### src/rtl/cas_arb_pkg.sv
package cas_arb_pkg;
  typedef enum logic [1:0] {
    ARB_IDLE  = 2'd0,
    ARB_WAIT  = 2'd1,
    ARB_GRANT = 2'd2,
    ARB_GAP   = 2'd3
  } arb_state_t;
endpackage

### src/rtl/cas_prio_enc.sv
module cas_prio_enc #(
  parameter int NUM_CH = 4,
  localparam int IDXW = (NUM_CH > 1) ? $clog2(NUM_CH) : 1
) (
  input  logic [NUM_CH-1:0] req,
  output logic              any,
  output logic [IDXW-1:0]   idx
);
  // lowest index wins: scan downward so the last hit is the smallest
  always_comb begin
    idx = '0;
    for (int i = NUM_CH - 1; i >= 0; i--) begin
      if (req[i]) idx = IDXW'(i);
    end
  end
  assign any = |req;
endmodule

### src/rtl/cas_arb_fsm.sv
module cas_arb_fsm
  import cas_arb_pkg::*;
#(
  parameter int NUM_CH = 4,
  localparam int IDXW = (NUM_CH > 1) ? $clog2(NUM_CH) : 1
) (
  input  logic              clk,
  input  logic              rst,
  input  logic [NUM_CH-1:0] elig,
  input  logic              hold_ack,
  output logic              hold_req,
  output logic [NUM_CH-1:0] ch_ack,
  output logic              grant_next
);
  arb_state_t       state_q, state_d;
  logic [IDXW-1:0]  sel_q, sel_d;
  logic             win_any;
  logic [IDXW-1:0]  win_idx;
  logic             sel_live;

  cas_prio_enc #(.NUM_CH(NUM_CH)) u_prio (
    .req (elig),
    .any (win_any),
    .idx (win_idx)
  );

  assign sel_live = elig[sel_q];

  always_comb begin
    state_d = state_q;
    sel_d   = sel_q;
    unique case (state_q)
      ARB_IDLE: if (win_any) begin
        state_d = ARB_WAIT;
        sel_d   = win_idx;
      end
      ARB_WAIT: begin
        if (!sel_live)     state_d = ARB_GAP;
        else if (hold_ack) state_d = ARB_GRANT;
      end
      ARB_GRANT: if (!sel_live) state_d = ARB_GAP;
      ARB_GAP:   state_d = ARB_IDLE;
      default:   state_d = ARB_IDLE;
    endcase
  end

  assign grant_next = (state_d == ARB_GRANT);

  always_ff @(posedge clk) begin
    if (rst) begin
      state_q  <= ARB_IDLE;
      sel_q    <= '0;
      hold_req <= 1'b0;
      ch_ack   <= '0;
    end else begin
      state_q  <= state_d;
      sel_q    <= sel_d;
      hold_req <= (state_d == ARB_WAIT) || (state_d == ARB_GRANT);
      for (int i = 0; i < NUM_CH; i++) begin
        ch_ack[i] <= grant_next && (sel_d == IDXW'(i));
      end
    end
  end
endmodule

### src/rtl/cas_bus_iso.sv
module cas_bus_iso (
  input  logic clk,
  input  logic rst,
  input  logic grant_next,
  input  logic hold_ack,
  input  logic master_claim,
  output logic sys_aen,
  output logic upper_dir_in,
  output logic lower_drv_off
);
  logic aen_ctl, aen_cpu;

  // both internal enables are overridden by an external master claim
  assign aen_ctl = grant_next && !master_claim;
  assign aen_cpu = hold_ack   && !master_claim;

  always_ff @(posedge clk) begin
    if (rst) begin
      sys_aen       <= 1'b0;
      upper_dir_in  <= 1'b0;
      lower_drv_off <= 1'b0;
    end else begin
      sys_aen       <= aen_ctl && aen_cpu;
      upper_dir_in  <= master_claim;
      lower_drv_off <= hold_ack;
    end
  end
endmodule

### src/rtl/cascade_dma_arbiter.sv
module cascade_dma_arbiter #(
  parameter int NUM_CH = 4
) (
  input  logic              clk,
  input  logic              rst,
  input  logic [NUM_CH-1:0] ch_req,
  input  logic [NUM_CH-1:0] ch_cascade,
  input  logic [NUM_CH-1:0] ch_mask,
  input  logic              hold_ack,
  input  logic              ready,
  input  logic              master_claim,
  output logic              hold_req,
  output logic [NUM_CH-1:0] ch_ack,
  output logic              sys_aen,
  output logic              upper_dir_in,
  output logic              lower_drv_off
);
  logic [NUM_CH-1:0] elig;
  logic              grant_next;
  logic              ready_unused;

  // cascade service does not wait on bus ready
  assign ready_unused = ready;
  assign elig = ch_req & ch_cascade & ~ch_mask;

  cas_arb_fsm #(.NUM_CH(NUM_CH)) u_fsm (
    .clk        (clk),
    .rst        (rst),
    .elig       (elig),
    .hold_ack   (hold_ack),
    .hold_req   (hold_req),
    .ch_ack     (ch_ack),
    .grant_next (grant_next)
  );

  cas_bus_iso u_iso (
    .clk           (clk),
    .rst           (rst),
    .grant_next    (grant_next),
    .hold_ack      (hold_ack),
    .master_claim  (master_claim),
    .sys_aen       (sys_aen),
    .upper_dir_in  (upper_dir_in),
    .lower_drv_off (lower_drv_off)
  );
endmodule

### config.mk
export PLATFORM = sky130hd
export DESIGN_NAME = cascade_dma_arbiter
export DESIGN_NICKNAME = d
export VERILOG_FILES = /design/src/rtl/cas_arb_pkg.sv /design/src/rtl/cas_prio_enc.sv /design/src/rtl/cas_arb_fsm.sv /design/src/rtl/cas_bus_iso.sv /design/src/rtl/cascade_dma_arbiter.sv
export SDC_FILE = /design/constraint.sdc
export NUM_CORES = 1
export LEC_CHECK = 0
export ABC_AREA = 1
export BUFFER_PORTS_ARGS = -buffer_cell sky130_fd_sc_hd__buf_4
export CAP_MARGIN = 20
export CORE_AREA = 2 2 39 41
export CTS_CLUSTER_DIAMETER = 30
export CTS_CLUSTER_SIZE = 24
export DETAILED_ROUTE_END_ITERATION = 8
export DIE_AREA = 0 0 41 43
export MAX_ROUTING_LAYER = met4
export PLACE_DENSITY = 0.74
export SYNTH_ARGS = -nofsm -noshare
export SYNTH_HDL_FRONTEND = slang
export SYNTH_HIERARCHICAL = 1
export SYNTH_SLANG_ARGS = --single-unit
### constraint.sdc
create_clock -name clk -period 1.6 [get_ports clk]
set_input_delay 0.16 -clock clk [delete_from_list [all_inputs] [get_ports clk]]
set_output_delay 0.16 -clock clk [all_outputs]
set_load 0.02 [all_outputs]
# After elaboration in Yosys (flattened, before gate mapping)
# Index checks and enable logic that the tools add are counted.
# word_totals
regBits	12
latch_bits	0
mem_bits_rw	0
rom_bits	0
word_cells	44
mem_count	0
# op_classes
n_addsub	0
n_mul	0
div	0
magnitude_cmp	1
eq_ne	8
n_shift	0
n_mux	13
bitwise_logic	3
reduce_logical	12
# op_table
operator	count
2-to-1 mux 2 bit	10
== test 2 bit (second input constant)	5
AND 4 bit	2
one-hot mux 2 bit (4 select lines)	1
logical AND 1 bit	7
== test 2 x 1 -> 1 bit (second input constant)	3
zero test 2 bit	2
NOT 4 bit	1
OR reduction 4 bit	1
less-than comparator 2 x 3 -> 1 bit (second input constant)	1
binary-select mux 1 bit (select 2 bit)	1
zero test 1 bit	1
logical OR 1 bit	1
2-to-1 mux 1 bit	1

# Longest topological paths before layout
# logic_depth
ltp_word	10
ltp_mapped	10
ltp_nobuf	10

# Cells and area by module
# Netlist, hierarchy kept.
# modules_own_cells
mod	instances	cells_per_inst	area_each_um2
cas_arb_fsm	1	48	369.1
cas_bus_iso	1	10	93.8
cas_prio_enc	1	9	46.3
cascade_dma_arbiter	1	8	40.0

# Worst setup path after synthesis
# OpenSTA, ideal clock, no wires.
# synth_path
path_type	reg2reg
startpoint	register u_fsm.state_q[1]
endpoint	register u_fsm.ch_ack[3]
setup_ns	0.064
arrival_ns	1.244
slack_ns	0.292
path_stages_with_launch	8
path_buffers	0
path_cell_list	dfxtp_1 -> inv_1 -> o21ai_0 -> nand3_1 -> a21boi_0 -> ha_1 -> o211ai_1 -> nor2_1
# synth_between
elab_chain_len	5
word_cells_on_any_way	13
# synth_rtl
item	line	text
start, declared	cas_arb_fsm.sv:15	arb_state_t state_q, state_d;
start signal, assigned	cas_arb_fsm.sv:56	state_q <= state_d;
2-to-1 mux 2 bit	cas_arb_fsm.sv:39	else if (hold_ack) state_d = ARB_GRANT;
2-to-1 mux 2 bit	cas_arb_fsm.sv:38	if (!sel_live) state_d = ARB_GAP;
one-hot mux 2 bit (4 select lines) (*)	cas_arb_fsm.sv:32	unique case (state_q)
== test 2 bit (*)	cas_arb_fsm.sv:47	assign grant_next = (state_d == ARB_GRANT);
named net grant_next	cascade_dma_arbiter.sv:19	logic grant_next;
logical AND 1 bit (*)	cas_arb_fsm.sv:60	ch_ack[i] <= grant_next && (sel_d == IDXW'(i));
end signal, assigned by index	cas_arb_fsm.sv:60	
end, declared	cas_arb_fsm.sv:12	output logic [NUM_CH-1:0] ch_ack,
# The timed path passes the listed nets; every way through them passes the cells marked *.
# A chain may end at the register's enable or synchronous reset.

# Worst setup path in the final report
# Ends and elaborated chain as after synthesis.

==> impl_metrics.ini <==
[grt]
grt_pass1_wl_um = 1930
antenna_found_initial = 0
grt_pass1_vias = 507
grt_remaining_overflow = 0
grt_max_degree = 9
grtUsageTotal_pct = 17.0

[finish]
fin_util_pct = 56.0
final_common_cell = buf_4
layout_common_cells = buf_4 (24), nand2_1 (16), dfxtp_1 (12)
final_nets = 122
fill_cells = 136
layout-drive-gt1-share_pct = 44.1
diodes = 0
areaGrowthSynthToFinish_pct = 41.0

[power_and_ir_drop]
peakVddDrop_mv = 0.779
power_mw = 1.09
p_leak_nw = 0.388
p_per_area_nw_per_um2 = 1400

[synth]
ys_seq_area_share_pct = 43.7
yosys_warnings = 6
synth_cells = 75
synth.distinct_cells = 18
ys_seq_elements = 12
syn_area_per_cell_um2 = 7.32
syn_area_um2 = 549
synth_nets = 93

[routing]
wl_per_cell_um = 9.30
drc = 0
drtIter0Drc = 7
dr.pass1.iters = 4
ant_nets = 0
vias_per_cell = 4.58
wl_um = 1100
vias = 541

[floorplan]
placementRows = 14
core-area_um2 = 1380
die_w_um = 41
die_area_um2 = 1760
pin_count = 25
die_h_um = 43
start_util_pct = 39.7

[worst_setup_path]
max_stage_delay_ns = 0.38
cp_slowest_cell = dfxtp_1
cp_data_required_time_ns = 1.80
critPathMaxFanout = 3
cp-end-kind = flop
worst_path_dominant_cell_family = compound AO/OA/AOI/OAI gates
worstSetupStartpointType = flop
reg2reg_slack_ns = 0.14
cp.arrival_ns = 1.66
critical_path_class = reg2reg
cp_num_buf_inv = 1
path_cells = inv_1, o21ai_0, nand3_1, a21boi_1, ha_2, o211ai_1, nor2_1

[sta]
slew_headroom_pct = 84.5
setup_viol = 0
finalCriticalPeriod_ns = 1.46
holdWs_ns = 0.111
hold_violations = 0
worstMarginPinSlew_ns = 0.231
finalCritPeriodShare_pct = 91.3
clock.fmax_mhz = 685
fin_worst_skew_ns = 0.00280
drv_slew = 0

[status]
status = finished clean

[placed_design]
post-dp-hpwl_um = 872
io_buffers = 23
place_congestion = 0.740

[cts]
post_cts_buffers = 0
clk_latency_ns = 0.26
clk_pin_slew_worst_paths_ns = 0.06
tritoncts = built
htree_levels = 1
numCtsBuffers = 3
clock_path_buffers = 2
root_buffer = clkbuf_4
clock_sinks = 12

[worst_hold_path]
holdCritPathClass = in2reg

[flow_run]
maxCapViolations = 0
Yosys cell counts:
| cell | n | area [um^2] |
|---|---|---|
| a21boi_0 | 1 | 7.51 |
| a21oi_1 | 1 | 5.00 |
| a21oi_2 | 2 | 17.5 |
| dfxtp_1 | 12 | 240 |
| ha_1 | 1 | 12.5 |
| inv_1 | 10 | 37.5 |
| inv_2 | 4 | 15.0 |
| nand2_1 | 16 | 60.1 |
| nand2_2 | 3 | 18.8 |
| nand3_1 | 3 | 15.0 |
| nand4_1 | 1 | 6.26 |
| nor2_1 | 8 | 30.0 |
| nor2_2 | 7 | 43.8 |
| o211ai_1 | 1 | 7.51 |
| o21ai_0 | 2 | 10.0 |
| o21ai_1 | 1 | 5.00 |
| o21ai_2 | 1 | 8.76 |
| xor2_1 | 1 | 8.76 |
layout make-up:
cell class | count | area, um^2 | area share [%]
Timing Repair Buffer | 24 | 180 | 23.3
Inverter | 14 | 52.6 | 6.79
Tap cell | 16 | 20.0 | 2.58
Clock buffer | 3 | 22.5 | 2.91
Sequential cell | 12 | 240 | 31.0
Multi-Input combinational cell | 49 | 259 | 33.4
flip-flops by register name, summed over array words and instances, names as in the netlist:
name and flops:
u_iso/sys_aen 1, u_iso/lower_drv_off 1, u_fsm/sel_q 2, u_iso/upper_dir_in 1, u_fsm/ch_ack 4, u_fsm/hold_req 1, u_fsm/state_q 2
report_power, final:
part | internal, mW | switching, mW
clock | 0.0869 | 0.0845
sequential | 0.368 | 0.0420
combinational | 0.217 | 0.287
total | 0.672 | 0.413
worst paths after layout:
kind	start	end	depth (start not counted)
setup / recovery	u_fsm/state_q[1]	u_fsm/ch_ack[3]	7
hold reg to reg	u_fsm/sel_q[1]	u_fsm/sel_q[1]	4
hold / removal	master_claim	u_iso/upper_dir_in	3
setup reg to reg	u_fsm/state_q[1]	u_fsm/ch_ack[3]	7
layer usage:
layer	global-route usage, %	part of all wire (%)	vias up
met5	-	0	-
met4	9.33	0	0
met3	8.38	4.7	0
met2	26.9	58	13
li1	-	-	285
met1	15.7	37	243
repair_timing:
| item | CTS | global route |
|---|---|---|
| endpoints found under the setup margin | 0 | 3 |
| resized for setup | 0 | 2 |
| hold endpoints to repair | 0 | 0 |
| hold buffers | 0 | 0 |
worst register-to-register path: cells and delay by family, from the launching register on:
family / cells / cell delay [ns]
compound gates: 3 / 0.49
fa+ha+maj: 1 / 0.24
buf+inv: 1 / 0.05
flops: 1 / 0.38
simple gates: 2 / 0.24
stage by stage:
step	instances	setup slack (ns)	area, um^2	setup TNS [ns]
finish	118	0.140	774	0
detailed placement	115	0.119	749	0
global route	118	-0.0164	774	-0.0291
global placement	115	0.118	749	0
floorplan	75	0.292	549	0
CTS	118	0.102	772	0
logic make-up after synthesis:
family | Yosys count | share of synthesized area [%]
AOI/OAI and AO/OA | 9 | 11.2
and+or+nand+nor | 38 | 31.7
adders and majority gates | 1 | 2.28
DFF | 12 | 43.7
buffers and inverters | 14 | 9.57
xor gates and xnor gates | 1 | 1.59
Note: power is estimated with default switching activity, not from simulation.
